File: config.mk
export PLATFORM = sky130hd
export DESIGN_NAME = panel_sync_timing
export DESIGN_NICKNAME = d
export VERILOG_FILES = /design/src/rtl/pst_pkg.sv /design/src/rtl/pst_shadow_regs.sv /design/src/rtl/pst_scan_counters.sv /design/src/rtl/pst_ac_bias.sv /design/src/rtl/panel_sync_timing.sv
export SDC_FILE = /design/constraint.sdc
export NUM_CORES = 1
export LEC_CHECK = 0
export BUFFER_PORTS_ARGS = -buffer_cell sky130_fd_sc_hd__buf_2
export CELL_PAD_IN_SITES_DETAIL_PLACEMENT = 0
export CELL_PAD_IN_SITES_GLOBAL_PLACEMENT = 1
export CORE_MARGIN = 8
export CORE_UTILIZATION = 49
export CTS_CLUSTER_SIZE = 10
export DETAILED_ROUTE_END_ITERATION = 8
export GPL_TIMING_DRIVEN = 0
export PLACE_DENSITY = 0.95
export SYNTH_ARGS = -nofsm -noshare
export SYNTH_HDL_FRONTEND = slang
export SYNTH_SLANG_ARGS = --single-unit
File: constraint.sdc
create_clock -name clk -period 31.6 [get_ports clk]
set_input_delay 6.32 -clock clk [delete_from_list [all_inputs] [get_ports clk]]
set_output_delay 6.32 -clock clk [all_outputs]
set_load 0.05 [all_outputs]
File: src/rtl/pst_pkg.sv
// Shared definitions for the panel sync timing generator.
// Assumes: layout code 2'b11 is treated as parallel TFT.
package pst_pkg;
    typedef enum logic [1:0] {
        LAYOUT_TFT        = 2'b00,
        LAYOUT_TFT_SERIAL = 2'b01,
        LAYOUT_STN        = 2'b10,
        LAYOUT_TFT_ALT    = 2'b11
    } layout_e;

    // Clocks spent on each position in serial TFT mode.
    localparam int SERIAL_CLKS = 3;
endpackage

File: src/rtl/pst_shadow_regs.sv
// Working copy of the timing settings.
// Captures every position pair during reset and on the frame wrap, so a
// frame always runs on one consistent set. In STN layout the line sync
// width and trailing porch are padded to the bus width here.
// Assumes: hsync end >= start and line length >= hsync end.
module pst_shadow_regs
    import pst_pkg::*;
#(
    parameter int CW = 11
) (
    input  logic            clk,
    input  logic            rst_n,
    input  logic            load,
    input  logic [1:0]      mode,
    input  logic [1:0]      pins_log2,
    input  logic [2*CW-1:0] hs_pair,
    input  logic [2*CW-1:0] vs_pair,
    input  logic [2*CW-1:0] area_pair,
    input  logic [2*CW-1:0] hv_pair,
    input  logic [2*CW-1:0] vv_pair,
    input  logic [2*CW-1:0] bias_pair,
    output logic            serial,
    output logic [CW-1:0]   hs_s,
    output logic [CW-1:0]   hs_e,
    output logic [CW-1:0]   vs_s,
    output logic [CW-1:0]   vs_e,
    output logic [CW-1:0]   htot,
    output logic [CW-1:0]   vtot,
    output logic [CW-1:0]   hv_s,
    output logic [CW-1:0]   hv_e,
    output logic [CW-1:0]   vv_s,
    output logic [CW-1:0]   vv_e,
    output logic [CW-1:0]   b_s,
    output logic [CW-1:0]   b_e
);
    // Round x up to a multiple of (m + 1), m being a low-bit mask.
    function automatic logic [CW-1:0] pad_up(input logic [CW-1:0] x,
                                             input logic [CW-1:0] m);
        return (x + m) & ~m;
    endfunction

    logic [CW-1:0] pin_mask;
    logic          is_stn;
    logic [CW-1:0] raw_hs_s, raw_hs_e, raw_htot;
    logic [CW-1:0] nxt_hs_e, nxt_htot;

    assign raw_hs_s = hs_pair[2*CW-1:CW];
    assign raw_hs_e = hs_pair[CW-1:0];
    assign raw_htot = area_pair[2*CW-1:CW];
    assign is_stn   = (mode == LAYOUT_STN);
    assign pin_mask = CW'((32'd1 << pins_log2) - 32'd1);

    // Derive the effective line sync end and line length for the layout.
    always_comb begin
        if (is_stn) begin
            nxt_hs_e = raw_hs_s + pad_up(raw_hs_e - raw_hs_s, pin_mask);
            nxt_htot = nxt_hs_e + pad_up(raw_htot - raw_hs_e, pin_mask);
        end else begin
            nxt_hs_e = raw_hs_e;
            nxt_htot = raw_htot;
        end
    end

    // Capture all settings together in reset or at the frame wrap.
    always_ff @(posedge clk) begin
        if (!rst_n || load) begin
            serial <= (mode == LAYOUT_TFT_SERIAL);
            hs_s   <= raw_hs_s;
            hs_e   <= nxt_hs_e;
            htot   <= nxt_htot;
            vs_s   <= vs_pair[2*CW-1:CW];
            vs_e   <= vs_pair[CW-1:0];
            vtot   <= area_pair[CW-1:0];
            hv_s   <= hv_pair[2*CW-1:CW];
            hv_e   <= hv_pair[CW-1:0];
            vv_s   <= vv_pair[2*CW-1:CW];
            vv_e   <= vv_pair[CW-1:0];
            b_s    <= bias_pair[2*CW-1:CW];
            b_e    <= bias_pair[CW-1:0];
        end
    end


    shadow_hold_chk: assert property (@(posedge clk) disable iff (!rst_n)
        !load |=> $stable({serial, hs_s, hs_e, htot, vs_s, vs_e, vtot,
                           hv_s, hv_e, vv_s, vv_e, b_s, b_e}));
endmodule

File: src/rtl/pst_scan_counters.sv
// Horizontal position and line counters with the serial sub-pixel phase.
// A position advances on each pixel tick. In serial mode a tick comes every
// third clock. The line counter advances when the position wraps.
// Assumes: totals are loaded only at the frame wrap, when both counters are 0.
module pst_scan_counters
    import pst_pkg::*;
#(
    parameter int CW = 11
) (
    input  logic          clk,
    input  logic          rst_n,
    input  logic          serial,
    input  logic [CW-1:0] htot,
    input  logic [CW-1:0] vtot,
    output logic [CW-1:0] h,
    output logic [CW-1:0] v,
    output logic          tick,
    output logic          first_clk,
    output logic          line_end,
    output logic          frame_wrap
);
    localparam logic [1:0] SUB_LAST = 2'(SERIAL_CLKS - 1);

    logic [1:0]    sub_q;
    logic [CW-1:0] h_q, v_q;
    logic          h_last, v_last;

    assign tick       = serial ? (sub_q == SUB_LAST) : 1'b1;
    assign first_clk  = (sub_q == 2'd0);
    assign h_last     = ({1'b0, h_q} + (CW+1)'(1)) >= {1'b0, htot};
    assign v_last     = ({1'b0, v_q} + (CW+1)'(1)) >= {1'b0, vtot};
    assign line_end   = tick && h_last;
    assign frame_wrap = line_end && v_last;
    assign h          = h_q;
    assign v          = v_q;

    // Sub-pixel phase: cycles through three clocks only in serial mode.
    always_ff @(posedge clk) begin
        if (!rst_n || !serial || sub_q == SUB_LAST)
            sub_q <= 2'd0;
        else
            sub_q <= sub_q + 2'd1;
    end

    // Position and line counters, wrapping at their totals.
    always_ff @(posedge clk) begin
        if (!rst_n) begin
            h_q <= '0;
            v_q <= '0;
        end else if (tick) begin
            if (h_last) begin
                h_q <= '0;
                v_q <= v_last ? '0 : v_q + CW'(1);
            end else begin
                h_q <= h_q + CW'(1);
            end
        end
    end


    hcount_range_chk: assert property (@(posedge clk) disable iff (!rst_n)
        (htot != '0) |-> (h_q < htot));


    serial_hold_chk: assert property (@(posedge clk) disable iff (!rst_n)
        (serial && sub_q != SUB_LAST) |=> $stable(h_q));
endmodule

File: src/rtl/pst_ac_bias.sv
// AC-bias generator: counts lines and inverts its output each time the
// count reaches the programmed threshold, then reloads the start value.
// Assumes: line_end is a single-cycle strobe per line.
module pst_ac_bias #(
    parameter int CW = 11
) (
    input  logic          clk,
    input  logic          rst_n,
    input  logic          line_end,
    input  logic [CW-1:0] b_s,
    input  logic [CW-1:0] b_e,
    output logic          ac_bias
);
    logic [CW-1:0] bcnt_q;
    logic          bias_q;
    logic          reach;

    assign reach   = ({1'b0, bcnt_q} + (CW+1)'(1)) >= {1'b0, b_e};
    assign ac_bias = bias_q;

    // Line count and bias level, updated once per line.
    always_ff @(posedge clk) begin
        if (!rst_n) begin
            bcnt_q <= '0;
            bias_q <= 1'b0;
        end else if (line_end) begin
            if (reach) begin
                bcnt_q <= b_s;
                bias_q <= ~bias_q;
            end else begin
                bcnt_q <= bcnt_q + CW'(1);
            end
        end
    end


    bias_hold_chk: assert property (@(posedge clk) disable iff (!rst_n)
        !line_end |=> $stable(bias_q));
endmodule

File: src/rtl/panel_sync_timing.sv
// Top of the panel sync timing generator.
// Ties the settings copy, scan counters and bias generator together. It
// decodes the sync and visible spans and forms the frame strobes.
// Assumes: outputs feed registered logic; spans decode combinationally.
module panel_sync_timing #(
    parameter int CW = 11
) (
    input  logic            clk,
    input  logic            rst_n,
    input  logic [1:0]      layout_mode,
    input  logic [1:0]      stn_pins_log2,
    input  logic [2*CW-1:0] hsync_pos,
    input  logic [2*CW-1:0] vsync_pos,
    input  logic [2*CW-1:0] area_size,
    input  logic [2*CW-1:0] hvis_pos,
    input  logic [2*CW-1:0] vvis_pos,
    input  logic [2*CW-1:0] bias_pos,
    output logic [CW-1:0]   hcount,
    output logic [CW-1:0]   vcount,
    output logic            hsync,
    output logic            vsync,
    output logic            de,
    output logic            ac_bias,
    output logic            frame_start,
    output logic            frame_end
);
    localparam int NSPAN = 4;

    logic          serial, tick, first_clk, line_end, frame_wrap;
    logic [CW-1:0] hs_s, hs_e, vs_s, vs_e, htot, vtot;
    logic [CW-1:0] hv_s, hv_e, vv_s, vv_e, b_s, b_e;
    logic [CW-1:0] h, v;
    logic          fe_q;

    pst_shadow_regs #(.CW(CW)) u_shadow (
        .clk(clk), .rst_n(rst_n), .load(frame_wrap),
        .mode(layout_mode), .pins_log2(stn_pins_log2),
        .hs_pair(hsync_pos), .vs_pair(vsync_pos), .area_pair(area_size),
        .hv_pair(hvis_pos), .vv_pair(vvis_pos), .bias_pair(bias_pos),
        .serial(serial), .hs_s(hs_s), .hs_e(hs_e), .vs_s(vs_s), .vs_e(vs_e),
        .htot(htot), .vtot(vtot), .hv_s(hv_s), .hv_e(hv_e),
        .vv_s(vv_s), .vv_e(vv_e), .b_s(b_s), .b_e(b_e)
    );

    pst_scan_counters #(.CW(CW)) u_count (
        .clk(clk), .rst_n(rst_n), .serial(serial), .htot(htot), .vtot(vtot),
        .h(h), .v(v), .tick(tick), .first_clk(first_clk),
        .line_end(line_end), .frame_wrap(frame_wrap)
    );

    pst_ac_bias #(.CW(CW)) u_bias (
        .clk(clk), .rst_n(rst_n), .line_end(line_end),
        .b_s(b_s), .b_e(b_e), .ac_bias(ac_bias)
    );

    // Span decoders: 0 hsync, 1 vsync, 2 horizontal visible, 3 vertical visible.
    logic [CW-1:0]    sp_cnt [NSPAN];
    logic [CW-1:0]    sp_lo  [NSPAN];
    logic [CW-1:0]    sp_hi  [NSPAN];
    logic [NSPAN-1:0] sp_in;

    assign sp_cnt[0] = h;  assign sp_lo[0] = hs_s;  assign sp_hi[0] = hs_e;
    assign sp_cnt[1] = v;  assign sp_lo[1] = vs_s;  assign sp_hi[1] = vs_e;
    assign sp_cnt[2] = h;  assign sp_lo[2] = hv_s;  assign sp_hi[2] = hv_e;
    assign sp_cnt[3] = v;  assign sp_lo[3] = vv_s;  assign sp_hi[3] = vv_e;

    generate
        for (genvar i = 0; i < NSPAN; i++) begin : g_span
            assign sp_in[i] = (sp_cnt[i] >= sp_lo[i]) && (sp_cnt[i] < sp_hi[i]);
        end
    endgenerate

    assign hcount      = h;
    assign vcount      = v;
    assign hsync       = sp_in[0];
    assign vsync       = sp_in[1];
    assign de          = sp_in[2] && sp_in[3];
    assign frame_start = de && first_clk && (h == hv_s) && (v == vv_s);
    assign frame_end   = fe_q;

    // Frame-end strobe: registered from the last clock of the last visible pixel.
    always_ff @(posedge clk) begin
        if (!rst_n)
            fe_q <= 1'b0;
        else
            fe_q <= de && tick && (h == hv_e - CW'(1)) && (v == vv_e - CW'(1));
    end


    fstart_single_chk: assert property (@(posedge clk) disable iff (!rst_n)
        (frame_start && htot > CW'(1)) |=> !frame_start);


    fend_after_de_chk: assert property (@(posedge clk) disable iff (!rst_n)
        frame_end |-> $past(de));
endmodule

### After elaboration in Yosys (flattened, before gate mapping)

Index checks and enable logic that the tools add are counted.

* register bits: 170
* output and inout port bits: 28
* word-level logic and storage cells: 85

* $add $sub $neg: 16
* magnitude comparators: 11
* equality and inequality tests: 7
* shift operators: 1
* muxes and demuxes: 6
* bitwise operators: 4
* reductions and logical operators: 21

Operators by type and width (number)
* $mux 11: 5
* $add 11x11->11: 4
* $eq 11x11->1: 4
* $ge 11x11->1: 4
* $lt 11x11->1: 4
* $add 11x1->12 const B: 3
* $ge 12x11->1: 3
* $add 11x1->11 const B: 3
* $sub 11x1->11 const B: 3
* $and 11x11->11: 2
* $sub 11x11->11: 2
* $logic_and 1x1->1: 13
* $not 11->11: 1
* $shl 1x2->11 const A: 1
* $eq 2x2->1 const B: 2
* $reduce_and 2->1: 2
* $logic_or 1x1->1: 3
* $add 2x1->2 const B: 1
* $eq 2x1->1 const B: 1
* $logic_not 1->1: 2
* $logic_not 2->1: 1
* $mux 1: 1
* $not 1->1: 1

### Longest topological paths before layout

* depth after elaboration: 7
* gate-level depth with buffers: 25
* gate-level depth less buffers: 25

### Hierarchy

Synthesis repeated with hierarchy kept, for this count alone.

* cell total of the unflattened synthesis: 1222
* area total of the unflattened synthesis: 12235.5 um^2

Modules (own cells, without submodules)
* pst_shadow_regs: instances 1, cells each 445, area an instance 6356.1 um^2, seq. area each 3993.8 um^2
* panel_sync_timing: instances 1, cells each 378, area an instance 2728.9 um^2, seq. area each 20.0 um^2
* pst_scan_counters: instances 1, cells each 235, area an instance 1876.8 um^2, seq. area each 480.5 um^2
* pst_ac_bias: instances 1, cells each 164, area an instance 1273.7 um^2, seq. area each 240.2 um^2

### Least setup slack after synthesis

Ideal clock, no wire load.

* path kind: reg-to-reg
* start: register u_count.h_q[2], in the netlist u_count.h[2]
* end: register u_shadow.b_e[0], enable pin
* setup time: 0.809 ns
* arrival time: 12.151 ns
* data required time: 30.791 ns
* slack: 18.640 ns
* stages on the path, launching flop included: 16
* buffers on the path: 3
* cells stage by stage: dfxtp_1 > buf_2 > nand2_1 > nor2_1 > and3_1 > buf_2 > nand3_1 > xnor2_1 > ha_1 > o21ai_0 > nand2b_1 > a21oi_1 > a21oi_1 > nand2_1 > buf_2 > o21ai_0

* cells in the longest elaborated chain, start to end: 5

Ends and longest elaborated chain
* from (decl): line pst_scan_counters.sv:25 `logic [CW-1:0] h_q, v_q;`
* from (signal assigned): line pst_scan_counters.sv:55 `h_q <= h_q + CW'(1);`
* $add 11x1->12: line pst_scan_counters.sv:30 `assign h_last = ({1'b0, h_q} + (CW+1)'(1)) >= {1'b0, htot};`
* $ge 12x11->1: line pst_scan_counters.sv:30
* $logic_and 1x1->1: line pst_scan_counters.sv:32 `assign line_end = tick && h_last;`
* $logic_and 1x1->1: line pst_scan_counters.sv:33 `assign frame_wrap = line_end && v_last;`
* $logic_or 1x1->1: line pst_shadow_regs.sv:66 `if (!rst_n || load) begin`
* to (signal assigned): line pst_shadow_regs.sv:79 `b_e <= bias_pair[CW-1:0];`
* to (decl): line pst_shadow_regs.sv:34 `output logic [CW-1:0] b_e`

Every way passes these cells.
A chain may end at the register's enable or synchronous reset.

### Worst setup path in the final report

* start: input port stn_pins_log2[1]
* end: register u_shadow.htot[10], data pin

* cells in the longest elaborated chain, start to end: 7
* elaborated cells between the ends (all ways): 10
* classes of those cells: add/sub (5); shift (1); mux (1); bitwise (3)

Ends and longest elaborated chain
* from (decl): line panel_sync_timing.sv:11 `input logic [1:0] stn_pins_log2,`
* $shl 1x2->11 *: line pst_shadow_regs.sv:51 `assign pin_mask = CW'((32'd1 << pins_log2) - 32'd1);`
* $sub 11x1->11 *: line pst_shadow_regs.sv:51
* $add 11x11->11 or $not 11->11 (tied branches): line pst_shadow_regs.sv:39 `return (x + m) & ~m;`
* $and 11x11->11: line pst_shadow_regs.sv:39
* $add 11x11->11: line pst_shadow_regs.sv:56 `nxt_hs_e = raw_hs_s + pad_up(raw_hs_e - raw_hs_s, pin_mask);`
* $add 11x11->11 *: line pst_shadow_regs.sv:57 `nxt_htot = nxt_hs_e + pad_up(raw_htot - raw_hs_e, pin_mask);`
* $mux 11 *: line pst_shadow_regs.sv:55 `if (is_stn) begin`
* via u_shadow.nxt_htot[10]: line pst_shadow_regs.sv:45 `logic [CW-1:0] nxt_hs_e, nxt_htot;`
* to (signal assigned): line pst_shadow_regs.sv:70 `htot <= nxt_htot;`
* to (decl): line pst_shadow_regs.sv:27 `output logic [CW-1:0] htot,`

The timed path passes the listed nets; every way through them passes the cells marked *.

==> results.md <==
- Outcome: finished, final reports clean
- Pwr/cell area: 47.1 nW/um^2
- Layout cells sized above 1: 16.3%
- Synth Flop Type: edfxtp_1
- Sw Share: 29.9%
- Worst setup EP type: flip-flop
- Sw Pwr: 194 uW
- Tmin final: 11330 ps
- Slew HR: 50.9%
- Initial core utilization: 49.4%
- Setup TNS: 0 ps
- Global Route Usage Sum: 19.2%
- FMAX: 88.3 MHz
- Critical Path AT: 11480 ps
- Syn nets: 1512
- HP Class: reg -> reg
- CTS Buf Count: 17
- WL/cell: 16.4 um
- Most common cell after layout, fill and taps aside: ha_1
- Clock slew at reported path FFs: 70 ps
- Cell Rows: 57
- Initial DRC Count: 512
- YS warnings: 0
- Final hold viol count: 0
- CTS tree: done
- WS Path Type: in -> reg
- Pin count of the biggest net entering global routing: 33
- Worst setup SP type: primary input
- Worst-case clock buffer depth: 2
- Fin util: 57.2%
- I/O pin count: 166
- Die area: 29500 um^2
- RSZ-0062 raised after global routing: no
- Initial antenna violation count: 0
- Commonest cells after routing, fill and taps aside: ha_1, inv_1, buf_2
- Vert. Die Dim: 172 um
- Setup Skew: 10.1 ps
- Global route overflow: 0
- Via count: 9071
- EDFF count, synth: 133
- Antenna Cells: 0
- Flop pwr share: 40.6%
- Max VDD drop: 0.0384 mV
- CTS Sinks: 170
- First-pass GRT wire length: 44.7 mm
- Distinct cells, synth: 55
- DP Wirelength: 22.1 mm
- Depth of the CTS H-tree: 4
- Gate Count Post-Synth: 1184
- Yosys reg bits: 170
- Tcrit/Tclk final: 35.8%
- Final antenna-violating net count: 0
- Part of the Yosys area used for sequential elements: 39.9%
- Internal Power: 455 uW
- Worst Tran Pin Value: 734 ps
- Slew Limit Fails: 0
- DRT Pass-1 Iters: 5
- Clock latency on the worst-skew pair: 430 ps
- DR vias/cell: 5.31
- Post-route cell area: 13800 um^2
- Critical Path RT: 31750 ps
- Die width: 172 um
- Post-CTS Setup Repair Bufs: 0
- Vias in the first global route: 9213
- Final setup vio count: 0
- Fill count: 2048
- Core Area: 24000 um^2
- Hold buffer count at CTS: 0
- GPL Wtd Cong: 0.834
- DRT Wirelength: 28.0 mm
- Mapped cell area: 11900 um^2
- Async SR Flop Fraction: 0%
- Leakage Power: 6.78 nW
- Clk pwr share: 32.0%
- Max Cap Viol: 0
- Layout area overhead: 16.0%
- Post-Syn Area per Cell: 10.0 um^2
- PortBufs: 164
- Placed Area: 13200 um^2
- Post-cts resize count: 0
- Gate power share: 27.4%
- Clock root cell: clkbuf_16
- Final-stage net count: 1699
- DR DRC count: 0
- Worst-path maximum fanout: 7
- Hold_ws: 411 ps
[cell type report]
cell class	instances	area (um^2)	share of cell area, %
clock inverter	14	146	1.06
inverter	174	653	4.75
multi-input combinational	818	6390	46.5
timing repair buffer	168	901	6.55
clock buffer	18	429	3.12
buffer	22	96.3	0.700
tap	324	405	2.95
sequential	170	4730	34.4
[worst paths after layout]
path / from / end / slack [ps] / cells after the start
min: u_count.sub_q[0] / u_count.sub_q[0] / 410 / 1
min reg2reg: u_count.sub_q[0] / u_count.sub_q[0] / 410 / 1
max: stn_pins_log2[1] / u_shadow.htot[10] / 20270 / 25
max reg2reg: u_count.h[2] / u_shadow.htot[4] / 26930 / 17
[critical path, cell delays in order]
cell and delay [ps]:
buf_2 130, nor2_2 300, inv_1 80, ha_1 370
fa_1 500, inv_1 60, fa_1 480, a211oi_1 320
nor2_1 100, o21ai_0 160, nand2b_1 110, a21o_1 190
a21oi_1 170, xor2_1 160, nor2_1 60, ha_1 370
and3_1 180, a211oi_2 230, xnor2_1 170, ha_1 300
a21oi_1 140, o21ai_0 110, xnor2_1 200, xnor2_1 130
o21ai_0 120
[stage by stage]
stage | power [mW] | cells | setup WS, ps
5_1_grt | 0.687 | 1708 | 19920
2_1_floorplan | 0.405 | 1184 | 18640
3_5_place_dp | 0.446 | 1676 | 19820
4_1_cts | 0.654 | 1708 | 20250
6_report | 0.649 | 1708 | 20270
3_3_place_gp | 0.442 | 1672 | 14480
[state kept, by name, indices dropped and copies added, names as in the netlist, 2 cells and up]
| register | flops |
|---|---|
| u_bias.bcnt_q | 11 |
| u_shadow.b_s | 11 |
| u_count.h | 11 |
| u_shadow.htot | 11 |
| u_shadow.hv_e | 11 |
| u_shadow.hs_s | 11 |
| u_shadow.vv_e | 11 |
| u_shadow.hs_e | 11 |
| u_shadow.vv_s | 11 |
| u_shadow.b_e | 11 |
| u_shadow.vs_e | 11 |
| u_count.v | 11 |
| u_shadow.vtot | 11 |
| u_shadow.vs_s | 11 |
| u_count.sub_q | 2 |
| u_shadow.hv_s | 11 |
[synthesized netlist by cell type (2+ instances only)]
master     instances  area [um^2]
o2111ai_1          3         26.3
xor2_1            35          307
o21a_1            20          150
a21oi_1           75          375
nor2_1            47          176
o22ai_1           11         68.8
nor2_2             2         12.5
clkbuf_1          14         52.6
a211oi_1          11         82.6
o21ai_0           65          325
and3_1            16          100
nor2b_1           17          106
a31oi_1            6         37.5
or3_1              3         18.8
buf_4              2         15.0
and2_1             4         25.0
ha_1             182         2280
xnor2_1           53          464
nand4_1           15         93.8
inv_1            174          653
fa_1               8          160
o21bai_1          12         90.1
buf_2              5         25.0
a211o_1            2         17.5
or4_1              3         22.5
edfxtp_1         133         3990
a2111oi_0          2         17.5
nand2b_1          16          100
nor4_1             3         18.8
o41ai_1            2         17.5
a32o_1             3         30.0
a21o_1            34          255
dfxtp_1           37          741
o211ai_1           7         52.6
mux2i_1           12          120
a22o_1             5         43.8
nor3_1            18         90.1
and4_1             2         17.5
nand2_1           62          233
o32ai_1            2         17.5
mux2_2            12          135
nand3_1           36          180
[metal layers]
layer	GRT usage [%]	routed length (um)	vias to the layer above	part of all wire, %
met5	0	0	-	0
met4	6.35	558	0	2.0
met3	3.65	1460	38	5.2
met2	33.4	13800	222	49
met1	23.6	12200	4228	44
li1	-	-	4583	-
[power by group through the flow]
stage | Sequential, mW | Clock, mW | Combinational [mW]
6_report | 0.264 | 0.207 | 0.178
5_1_grt | 0.265 | 0.220 | 0.201
4_1_cts | 0.264 | 0.212 | 0.179
3_5_place_dp | 0.269 | 0 | 0.178
3_3_place_gp | 0.272 | 0 | 0.169
2_1_floorplan | 0.271 | 0 | 0.134
[cells by family (layout without fill, tap and decap cells)]
family	count (synthesis)	count (layout)	synth area share [%]
buf+inv	196	396	6.32
compound gates	268	268	14.2
flops	170	170	39.9
fa+ha+maj	190	190	20.5
mux	24	24	2.15
simple gates	248	248	10.4
xor+xnor	88	88	6.50
No activity file was read; power rests on OpenSTA's default activity.
